`config.mk`:
```
export PLATFORM = sky130hd
export DESIGN_NAME = nvs_status_protect
export DESIGN_NICKNAME = d
export VERILOG_FILES = /design/src/rtl/nvs_status_pkg.sv /design/src/rtl/nvs_rst_sync.sv /design/src/rtl/nvs_wel.sv /design/src/rtl/nvs_sr_fields.sv /design/src/rtl/nvs_range_guard.sv /design/src/rtl/nvs_status_protect.sv
export SDC_FILE = /design/constraint.sdc
export NUM_CORES = 1
export LEC_CHECK = 0
export BUFFER_PORTS_ARGS = -buffer_cell sky130_fd_sc_hd__buf_2
export CORE_AREA = 10 10 47 49
export DETAILED_ROUTE_END_ITERATION = 10
export DIE_AREA = 0 0 57 59
export HOLD_SLACK_MARGIN = 0.03
export PLACE_DENSITY = 0.59
export SLEW_MARGIN = 20
export SYNTH_ARGS = -nofsm -noshare
export SYNTH_HDL_FRONTEND = slang
export SYNTH_HIERARCHICAL = 1
export SYNTH_SLANG_ARGS = --single-unit
```
`constraint.sdc`:
```
create_clock -name clk -period 2.85 [get_ports clk]
set_clock_uncertainty 0.1 [all_clocks]
set_input_delay 0.7125 -clock clk [delete_from_list [all_inputs] [get_ports clk]]
set_output_delay 0.7125 -clock clk [all_outputs]
set_load 0.01 [all_outputs]
```
`src/rtl/nvs_status_pkg.sv`:
```
package nvs_status_pkg;

  // bit positions within the status byte
  localparam int unsigned RDY_BIT  = 0;
  localparam int unsigned WEN_BIT  = 1;
  localparam int unsigned BP_LSB   = 2;
  localparam int unsigned BP_MSB   = 3;
  localparam int unsigned WPEN_BIT = 7;
  localparam int unsigned BP_W     = BP_MSB - BP_LSB + 1;

  typedef enum logic [BP_W-1:0] {
    RANGE_NONE = 2'b00,
    RANGE_QTR  = 2'b01,
    RANGE_HALF = 2'b10,
    RANGE_ALL  = 2'b11
  } range_code_t;

endpackage

```
`src/rtl/nvs_rst_sync.sv`:
```
module nvs_rst_sync #(
  parameter int unsigned STAGES = 2
) (
  input  logic clk,
  input  logic rst_n,
  output logic rst_n_sync
);

  logic [STAGES-1:0] chain_q;
  logic [STAGES-1:0] chain_d;

  always_comb begin
    chain_d = {chain_q[STAGES-2:0], 1'b1};
  end

  always_ff @(posedge clk or negedge rst_n) begin
    if (!rst_n) begin
      chain_q <= '0;
    end else begin
      chain_q <= chain_d;
    end
  end

  assign rst_n_sync = chain_q[STAGES-1];

endmodule

```
`src/rtl/nvs_wel.sv`:
```
module nvs_wel (
  input  logic clk,
  input  logic rst_n,
  input  logic set_i,
  input  logic clr_i,
  output logic wen_o
);

  logic wen_q;
  logic wen_d;
  logic wen_ce;

  // clearing has priority over setting
  always_comb begin
    wen_ce = set_i | clr_i;
    wen_d  = ~clr_i;
  end

  always_ff @(posedge clk or negedge rst_n) begin
    if (!rst_n) begin
      wen_q <= 1'b0;
    end else if (wen_ce) begin
      wen_q <= wen_d;
    end
  end

  assign wen_o = wen_q;

endmodule

```
`src/rtl/nvs_sr_fields.sv`:
```
module nvs_sr_fields
  import nvs_status_pkg::*;
(
  input  logic              clk,
  input  logic              rst_n,
  input  logic              load_i,
  input  logic [7:0]        data_i,
  output range_code_t       range_o,
  output logic              wpen_o
);

  range_code_t range_q;
  range_code_t range_d;
  logic        wpen_q;
  logic        wpen_d;

  always_comb begin
    range_d = range_code_t'(data_i[BP_MSB:BP_LSB]);
    wpen_d  = data_i[WPEN_BIT];
  end

  always_ff @(posedge clk or negedge rst_n) begin
    if (!rst_n) begin
      range_q <= RANGE_NONE;
      wpen_q  <= 1'b0;
    end else if (load_i) begin
      range_q <= range_d;
      wpen_q  <= wpen_d;
    end
  end

  assign range_o = range_q;
  assign wpen_o  = wpen_q;

endmodule

```
`src/rtl/nvs_range_guard.sv`:
```
module nvs_range_guard
  import nvs_status_pkg::*;
#(
  parameter int unsigned ADDR_W = 16
) (
  input  range_code_t        range_i,
  input  logic [ADDR_W-1:0]  addr_i,
  output logic               locked_o
);

  localparam int unsigned TOP = ADDR_W - 1;

  logic in_top_half;
  logic in_top_qtr;

  generate
    if (ADDR_W >= 2) begin : g_wide
      assign in_top_half = addr_i[TOP];
      assign in_top_qtr  = addr_i[TOP] & addr_i[TOP-1];
    end else begin : g_narrow
      assign in_top_half = addr_i[TOP];
      assign in_top_qtr  = addr_i[TOP];
    end
  endgenerate

  always_comb begin
    unique case (range_i)
      RANGE_NONE: locked_o = 1'b0;
      RANGE_QTR:  locked_o = in_top_qtr;
      RANGE_HALF: locked_o = in_top_half;
      default:    locked_o = 1'b1;
    endcase
  end

endmodule

```
`src/rtl/nvs_status_protect.sv`:
```
module nvs_status_protect
  import nvs_status_pkg::*;
#(
  parameter int unsigned ADDR_W      = 16,
  parameter int unsigned SYNC_STAGES = 2
) (
  input  logic              clk,
  input  logic              rst_n,
  input  logic              evt_wren,
  input  logic              evt_wrdi,
  input  logic              evt_wrsr,
  input  logic [7:0]        wrsr_data,
  input  logic              evt_write_done,
  input  logic              wp_n,
  input  logic              busy,
  input  logic [ADDR_W-1:0] wr_addr,
  output logic [7:0]        status_byte,
  output logic              mem_wr_ok,
  output logic              sr_wr_ok
);

  logic        rst_n_int;
  logic        wen;
  logic        wen_clr;
  logic        sr_load;
  logic        pin_lock;
  logic        addr_lock;
  logic        wpen;
  range_code_t range_code;

  nvs_rst_sync #(.STAGES(SYNC_STAGES)) u_rst (
    .clk        (clk),
    .rst_n      (rst_n),
    .rst_n_sync (rst_n_int)
  );

  always_comb begin
    wen_clr  = evt_wrdi | evt_wrsr | evt_write_done;
    pin_lock = wpen & ~wp_n;
    sr_wr_ok = wen & ~busy & ~pin_lock;
    sr_load  = evt_wrsr & sr_wr_ok;
    mem_wr_ok = wen & ~busy & ~addr_lock;
  end

  nvs_wel u_wel (
    .clk   (clk),
    .rst_n (rst_n_int),
    .set_i (evt_wren),
    .clr_i (wen_clr),
    .wen_o (wen)
  );

  nvs_sr_fields u_fields (
    .clk     (clk),
    .rst_n   (rst_n_int),
    .load_i  (sr_load),
    .data_i  (wrsr_data),
    .range_o (range_code),
    .wpen_o  (wpen)
  );

  nvs_range_guard #(.ADDR_W(ADDR_W)) u_guard (
    .range_i  (range_code),
    .addr_i   (wr_addr),
    .locked_o (addr_lock)
  );

  always_comb begin
    status_byte                = '0;
    status_byte[RDY_BIT]       = busy;
    status_byte[WEN_BIT]       = wen;
    status_byte[BP_MSB:BP_LSB] = range_code;
    status_byte[WPEN_BIT]      = wpen;
  end

endmodule

```
==> impl_metrics.yaml, run 1 <==
status:
  status: "finished clean"
place:
  gp_congestion: 0.579
  pre_cts_slack_ns: 0.813
  io_buffers: 19
  dpl.hpwl_um: 604
critical_path:
  slowest_stage: "buf_2"
  path_buf_inv: 2
  cp_max_fo: 2
  cp-end-kind: "output port"
  reg2regPathDepth: 3
  slowest_delay_ns: 0.13
  path_cells: "buf_2 > o21ai_1 > nand2_1 > nor2_1 > buf_2"
  path_depth: 5
  startpoint: "wr_addr[15]"
  r2r_start: "u_wel/wen_o$_DFFE_PN0P_"
  cp_common_cell: "buf_2"
  critPathLaunchType: "input port"
  worst-endpoint-arrival_ns: 1.21
  path_class: "in2out"
  required_ns: 2.04
  cp_top_family: "buffers and inverters"
sta:
  finalCriticalPeriod_ns: 2.02
  setup_viol: 0
  fin_ws_ns: 0.831
  period_share: 0.708
  finalSetupTns_ns: 0
  fmax_mhz: 495
  rsz0062_at_grt: "no"
  finalHoldViolations: 0
  drv_slew: 0
route:
  drt_iter0_drc: 0
  drtAntennaViolNets: 0
  drc_errors: 0
  vias_per_cell: 3.67
  vias: 231
  routedWlPerCell_um: 10.6
  drt_first_pass_iters: 1
  wl_um: 668
finish:
  multi_input_area_um2: 114
  regArea_um2: 150
  fin_util: 0.299
  fin_nets: 81
  area_growth_pct: 35.6
  drive_gt1_frac: 0.574
  antennaDiodeCount: 0
  nFillCells: 169
global_routing:
  antenna_found_initial: 0
  overflow: 0
  grt_pass1_wl_um: 1130
  grt_max_degree: 5
  grt_pass1_vias: 275
  track_usage: 0.0435
power:
  p_per_area_mw_per_mm2: 529
  cell_internal_pwr_uw: 167
  switchingPower_uw: 54.9
  p_comb_frac: 0.197
  p_leak_nw: 0.245
  p_seq_frac: 0.471
  p_sw_frac: 0.247
  p_clk_frac: 0.332
  vdd_drop_max_mv: 0.228
die:
  rows: 14
  core-area_mm2: 0.00140
  start_util: 0.221
  dieArea_mm2: 0.00336
  die-width_um: 57
  die_h_um: 59
  io_pins: 42
logic_synthesis:
  synth_top_area_frac: 0.486
  synth_area_um2: 309
  syn_inst: 28
  ys_types: 14
  synth_area_leaders: "dfrtp_1, buf_4, mux2_2"
  syn_avg_cell_area_um2: 11.0
  ys_warn_count: 6
  yosys.area.top_type: "dfrtp_1"
  yosys_register_bits: 6
  yosysSeqAreaShare: 0.486
clock_network:
  cts_num_sinks: 6
  post_cts_buffers: 0
  hold_buffers: 1
  clock_path_buffers: 2
  htree_levels: 1
  cts_tree: "done"
  clock-root-buffer: "clkbuf_4"
  numCtsBuffers: 3
  cts.clk_slew.worst_paths_ns: 0.04
  clkLatencyLatePin_ns: 0.23
  cts_resized: 0
min_path:
  min_path_type: "in2async"
flow_run:
  maxCapViolCount: 0
-- cells in the mapped netlist --
| library cell | instances |
|---|---|
| nor2_1 | 1 |
| buf_4 | 6 |
| nand2b_4 | 1 |
| inv_1 | 2 |
| mux2_2 | 3 |
| a211oi_2 | 1 |
| dfrtp_1 | 6 |
| conb_1 | 2 |
| or3_1 | 1 |
| o21ai_1 | 1 |
| nand3_1 | 1 |
| o21ba_1 | 1 |
| a21oi_1 | 1 |
| nand2_1 | 1 |
-- worst reg2reg max path, delay by kind of cell (launching register included) --
kind | cells | cell delay, ns
multiplexers | 1 | 0.37
flip-flops | 1 | 0.40
AO/OA/AOI/OAI | 1 | 0.30
AND/OR/NAND/NOR | 1 | 0.08
-- per-stage QoR --
step | total power [mW] | hold WS, ns | std cells | area (µm²)
floorplan | 0.135 | -0.0597 | 30 | 317
CTS | 0.228 | 0.142 | 63 | 419
detailed placement | 0.149 | -0.0458 | 59 | 387
global route | 0.241 | 0.138 | 63 | 419
finish | 0.222 | 0.153 | 63 | 419
global placement | 0.149 | -0.0451 | 59 | 387
-- placed cells by master (no fill, tap or decap), drive strengths merged, types with 2 or more instances in the layout --
| cell type | n |
|---|---|
| buf | 19 |
| inv | 2 |
| dfrtp | 6 |
| conb | 4 |
| mux2 | 3 |
| clkbuf | 3 |
-- cell families (layout without fill, tap and decap cells) --
logic type      after synthesis  after routing  synth area share
buf+inv                       8             25             0.170
other cells                   2              4            0.0243
simple gates                  5              5             0.105
mux                           3              3             0.109
flops                         6              6             0.486
compound gates                4              4             0.105
-- layer usage --
metal,up-vias,global-route usage,share of wire
li1,119,-,-
met5,-,0,0
met2,9,0.0729,0.56
met1,103,0.0326,0.32
met3,0,0.0365,0.12
met4,0,0.0302,0
-- flip-flops by register name, summed over array words and instances, names as in the netlist --
signal / cells
u_rst/chain_q: 2
u_fields/range_o: 2
u_fields/wpen_o: 1
u_wel/wen_o: 1
-- path summary, 6_finish.rpt --
kind                            slack [ns]                              end
worst max-delay path                  0.83                        mem_wr_ok
worst min-delay path                  0.15       u_rst/chain_q[0]$_DFF_PN0_
worst max register to register        1.48      u_fields/wpen_o$_DFFE_PN0P_
worst min register to register        0.25       u_rst/chain_q[1]$_DFF_PN0_
max in group asynchronous             2.00  u_fields/range_o[0]$_DFFE_PN0P_
min in group clk                      0.25       u_rst/chain_q[1]$_DFF_PN0_
-- power groups by stage --
stage | clock [mW] | sequential (mW) | combinational [mW]
final | 0.0736 | 0.105 | 0.0436
after CTS | 0.0789 | 0.105 | 0.0447
after detailed placement | 0 | 0.107 | 0.0427
after global placement | 0 | 0.107 | 0.0421
after global routing | 0.0861 | 0.106 | 0.0487
after floorplan | 0 | 0.108 | 0.0269
-- layout make-up --
class / count / share of cell area
Clock buffer: 3 / 0.0537
Timing Repair Buffer: 20 / 0.251
Tap cell: 16 / 0.0478
Multi-Input combinational cell: 16 / 0.272
Sequential cell: 6 / 0.358
Inverter: 2 / 0.0179
No activity file was read; power rests on OpenSTA's default activity.
==> inputs of run 2 (changes only) <==
==> constraint.sdc (replaced) <==
create_clock -name clk -period 1.9 [get_ports clk]
set_clock_uncertainty 0.1 [all_clocks]
set_input_delay 0.475 -clock clk [delete_from_list [all_inputs] [get_ports clk]]
set_output_delay 0.475 -clock clk [all_outputs]
set_load 0.01 [all_outputs]
==> run 2 against run 1 <==
Die area stayed put. Cell count rose by 1.6%. Flip-flop and latch count did not move. Highest routed layer unchanged. Critical endpoint unchanged. Routed wire length increased by 1.3%. Critical path depth is 1 lower. Final area increased by 2.4%.
==> impl_metrics.yaml, run 2 (same netlist as run 1, synthesis figures left out) <==
status:
  status: "finished clean"
power:
  p_sw_frac: 0.247
  p_comb_frac: 0.200
  p_clk_frac: 0.330
  p_leak_nw: 0.249
  vdd_drop_max_mv: 0.350
  p_per_area_mw_per_mm2: 779
  switchingPower_uw: 82.5
  power.total_uw: 334
  cell_internal_pwr_uw: 252
  p_seq_frac: 0.469
sta:
  finalCriticalPeriod_ns: 1.62
  rsz0062_at_grt: "no"
  finalHoldViolations: 0
  fin_ws_ns: 0.282
  finalSetupTns_ns: 0
  drv_slew: 0
  period_share: 0.852
  fmax_mhz: 618
  setup_viol: 0
critical_path:
  cp_max_fo: 4
  path_class: "reg2out"
  cp-end-kind: "output port"
  required_ns: 1.32
  critPathLaunchType: "flop"
  worst-endpoint-arrival_ns: 1.04
clock_network:
  numCtsBuffers: 3
  clock-root-buffer: "clkbuf_4"
  htree_levels: 1
  cts_num_sinks: 6
  cts_tree: "done"
  clock_path_buffers: 2
  post_cts_buffers: 0
  cts.clk_slew.worst_paths_ns: 0.04
  cts_resized: 0
  hold_buffers: 2
  clkLatencyLatePin_ns: 0.23
global_routing:
  antenna_found_initial: 0
  grt_max_degree: 5
  track_usage: 0.0444
  grt_pass1_vias: 280
  overflow: 0
  grt_pass1_wl_um: 1160
finish:
  antennaDiodeCount: 0
  drive_gt1_frac: 0.563
  final_common_cell: "buf_2"
  layout_common_cells: "buf_2, dfrtp_1, conb_1, clkbuf_4, mux2_2"
  regArea_um2: 150
  nFillCells: 168
  fin_nets: 82
  area_growth_pct: 38.9
  multi_input_area_um2: 114
place:
  gp_congestion: 0.579
  dpl.hpwl_um: 604
  pre_cts_slack_ns: 0.272
  io_buffers: 19
die:
  die_h_um: 59
  dieArea_mm2: 0.00336
  die-width_um: 57
  io_pins: 42
  rows: 14
  start_util: 0.221
  core-area_mm2: 0.00140
min_path:
  min_path_type: "reg2reg"
route:
  wl_um: 677
  vias: 235
  routedWlPerCell_um: 10.6
  drt_iter0_drc: 0
  drt_first_pass_iters: 1
  drtAntennaViolNets: 0
  vias_per_cell: 3.67
  drc_errors: 0
flow_run:
  maxCapViolCount: 0
==> run 2: cell count changes in the layout (fill, tap and decap cells not counted) <==
cell / delta
dlygate4sd3_1: +1
==> run 2: power by group through the flow <==
stage / registers [mW] / clock network (mW) / logic [mW]
2_1_floorplan: 0.162 / 0 / 0.0403
3_3_place_gp: 0.160 / 0 / 0.0632
3_5_place_dp: 0.160 / 0 / 0.0641
4_1_cts: 0.157 / 0.118 / 0.0686
5_1_grt: 0.159 / 0.129 / 0.0748
6_report: 0.157 / 0.110 / 0.0669
==> run 2: stage by stage <==
stage / cell area, µm² / util / instances / hold slack (ns)
3_5_place_dp: 387 / 0.276 / 59 / -0.0458
6_report: 429 / 0.306 / 64 / 0.250
4_1_cts: 429 / 0.306 / 64 / 0.246
3_3_place_gp: 387 / 0.276 / 59 / -0.0451
2_1_floorplan: 317 / - / 30 / -0.0597
5_1_grt: 429 / 0.306 / 64 / 0.267
==> run 2: cell type report <==
cell class              instances  area share
flip-flops and latches          6       0.350
repair buffers                 21       0.268
multi-input cells              16       0.265
clock buffers                   3      0.0525
well taps                      16      0.0466
inverters                       2      0.0175
==> run 2: critical path: stages (launching register included) <==
cell,delay (ns)
dfrtp_1,0.39
o21ai_1,0.13
nand2_1,0.07
nor2_1,0.09
buf_2,0.13
==> run 2: layer usage <==
metal / part of all wire / GRT usage
met1: 0.30 / 0.0314
met2: 0.56 / 0.0760
met3: 0.14 / 0.0386
met4: 0 / 0.0302
met5: 0 / 0
==> run 2: path summary, 6_finish.rpt <==
check / startpoint / to / slack [ns] / cells past startpoint
setup / recovery: u_fields/range_o[0]$_DFFE_PN0P_ / mem_wr_ok / 0.28 / 4
hold / removal: u_rst/chain_q[0]$_DFF_PN0_ / u_rst/chain_q[1]$_DFF_PN0_ / 0.25 / 0
setup reg to reg: u_wel/wen_o$_DFFE_PN0P_ / u_fields/wpen_o$_DFFE_PN0P_ / 0.53 / 3
hold reg to reg: u_rst/chain_q[0]$_DFF_PN0_ / u_rst/chain_q[1]$_DFF_PN0_ / 0.25 / 0
max in group asynchronous: u_rst/chain_q[1]$_DFF_PN0_ / u_fields/range_o[0]$_DFFE_PN0P_ / 1.05 / 1
min in group asynchronous: rst_n / u_rst/chain_q[0]$_DFF_PN0_ / 0.45 / 2
==> inputs of run 3 (changes only) <==
--- a/config.mk
+++ b/config.mk
@@ -11,6 +11,7 @@
 export DIE_AREA = 0 0 57 59
 export HOLD_SLACK_MARGIN = 0.03
 export PLACE_DENSITY = 0.59
+export REMOVE_ABC_BUFFERS = 1
 export SLEW_MARGIN = 20
 export SYNTH_ARGS = -nofsm -noshare
 export SYNTH_HDL_FRONTEND = slang
==> run 3 against run 2 <==
Routed wire length down 0.30%. Global-route usage down 0.34 points. Sequential share of layout area stayed put. Flip-flop and latch count stayed put. Clock-buffer cell count stayed put. Clock power is 5% higher. First-iteration DRC count grew 1. Final area unchanged. Power is 1.3% higher. Non-clock buffer count unchanged. Worst setup slack lost 0.012 ns. Largest cell class unchanged. Largest power group unchanged. Highest routed layer unchanged.
==> impl_metrics.yaml, run 3 (same netlist as run 1, synthesis figures left out) <==
clock_network:
  numCtsBuffers: 3
  cts_resized: 0
  cts_num_sinks: 6
  clkLatencyLatePin_ns: 0.24
  clock_path_buffers: 2
  htree_levels: 1
  cts.clk_slew.worst_paths_ns: 0.04
  post_cts_buffers: 0
  clock-root-buffer: "clkbuf_4"
  cts_tree: "done"
die:
  core-area_mm2: 0.00140
  die-width_um: 57
  io_pins: 42
  rows: 14
  die_h_um: 59
  start_util: 0.221
  dieArea_mm2: 0.00336
critical_path:
  path_class: "reg2out"
  critPathLaunchType: "flop"
  path_cells: "o21ai_1 > nand2_1 > nor2_1 > buf_2"
  slowest_stage: "dfrtp_1"
  cp_top_family: "flip-flops"
  cp_max_fo: 4
  r2r_start: "u_wel/wen_o$_DFFE_PN0P_"
  path_buf_inv: 1
  worst-endpoint-arrival_ns: 1.05
  required_ns: 1.32
  r2r_end: "u_fields/range_o[1]$_DFFE_PN0P_"
  reg2regPathDepth: 3
  cp-end-kind: "output port"
  rrSetupSlack_ns: 0.55
  slowest_delay_ns: 0.40
route:
  routedWlPerCell_um: 10.5
  drtAntennaViolNets: 0
  wl_um: 675
  drt_first_pass_iters: 2
  drt_iter0_drc: 1
  drc_errors: 0
  vias: 247
  vias_per_cell: 3.86
finish:
  area_growth_pct: 38.9
  fin_nets: 82
  antennaDiodeCount: 0
  layout_common_cells: "buf_2, dfrtp_1, conb_1, clkbuf_4, mux2_2"
  final_common_cell: "buf_2"
  drive_gt1_frac: 0.563
sta:
  finalHoldViolations: 0
  setup_viol: 0
  finalCriticalPeriod_ns: 1.63
  period_share: 0.858
  rsz0062_at_grt: "no"
  fmax_mhz: 614
  finalSetupTns_ns: 0
  fin_hold_ws_ns: 0.243
  drv_slew: 0
min_path:
  hold_start: "u_rst/chain_q[0]$_DFF_PN0_"
  holdPathEnd: "u_rst/chain_q[1]$_DFF_PN0_"
  min_path_type: "reg2reg"
  hold_depth: 0
power:
  p_sw_frac: 0.256
  vdd_drop_max_mv: 0.282
  p_leak_nw: 0.249
  cell_internal_pwr_uw: 252
  p_comb_frac: 0.198
  p_per_area_mw_per_mm2: 789
  switchingPower_uw: 86.7
  p_seq_frac: 0.462
  p_clk_frac: 0.340
place:
  dpl.hpwl_um: 604
  gp_congestion: 0.612
  io_buffers: 19
global_routing:
  overflow: 0
  track_usage: 0.0410
  antenna_found_initial: 0
  grt_max_degree: 5
  grt_pass1_wl_um: 1080
  grt_pass1_vias: 247
flow_run:
  maxCapViolCount: 0
status:
  status: "finished clean"
==> run 3: worst register-to-register path, delay by kind of cell, from the launching register on <==
kind,cells,cell delay [ns]
flops,1,0.39
mux,1,0.37
compound gates,1,0.29
simple gates,1,0.07
==> run 3: cell type report <==
cell class	instances	area [µm²]
timing repair buffer	21	115
clock buffer	3	22.5
inverter	2	7.51
multi-input combinational	16	114
fill	154	972
sequential	6	150
tap	16	20.0
==> run 3: worst max-delay path by stage <==
stage / slack (ns) / start / endpoint / depth (start not counted)
after CTS: 0.26 / u_fields/range_o[0]$_DFFE_PN0P_ / mem_wr_ok / 4
final: 0.27 / u_fields/range_o[0]$_DFFE_PN0P_ / mem_wr_ok / 4
after floorplan: 0.45 / busy / u_fields/range_o[0]$_DFFE_PN0P_ / 3
after global placement: 0.29 / busy / u_fields/range_o[1]$_DFFE_PN0P_ / 4
after detailed placement: 0.29 / busy / u_fields/range_o[0]$_DFFE_PN0P_ / 4
after global routing: 0.19 / u_fields/range_o[0]$_DFFE_PN0P_ / mem_wr_ok / 4
==> run 3: power groups by stage <==
stage	logic [mW]	registers (mW)	clock network, mW
6_report	0.0670	0.156	0.115
3_5_place_dp	0.0639	0.160	0
2_1_floorplan	0.0239	0.165	0
4_1_cts	0.0685	0.157	0.125
3_3_place_gp	0.0629	0.159	0
5_1_grt	0.0748	0.160	0.133
==> run 3: routing by layer <==
metal / GRT usage / up-vias / wire, µm
met5: 0 / - / 0
met4: 0.0201 / 0 / 0
met3: 0.0472 / 0 / 145
met2: 0.0605 / 17 / 295
met1: 0.0328 / 108 / 235
li1: - / 122 / -
==> run 3: what timing repair did <==
item                                    4_1_cts  5_1_grt
hold buffers                                  2        0
endpoints found under the setup margin        0        0
endpoints found under the hold margin         6        0
==> run 3: through the flow <==
stage                     instance area, µm²  power (mW)  std cells  utilization  setup WS, ns
after global placement                   387       0.222         59        0.276         0.291
final                                    429       0.339         64        0.306         0.270
after floorplan                          272       0.189         24            -         0.449
after global routing                     429       0.368         64        0.306         0.188
after CTS                                429       0.350         64        0.306         0.257
after detailed placement                 387       0.224         59        0.276         0.285
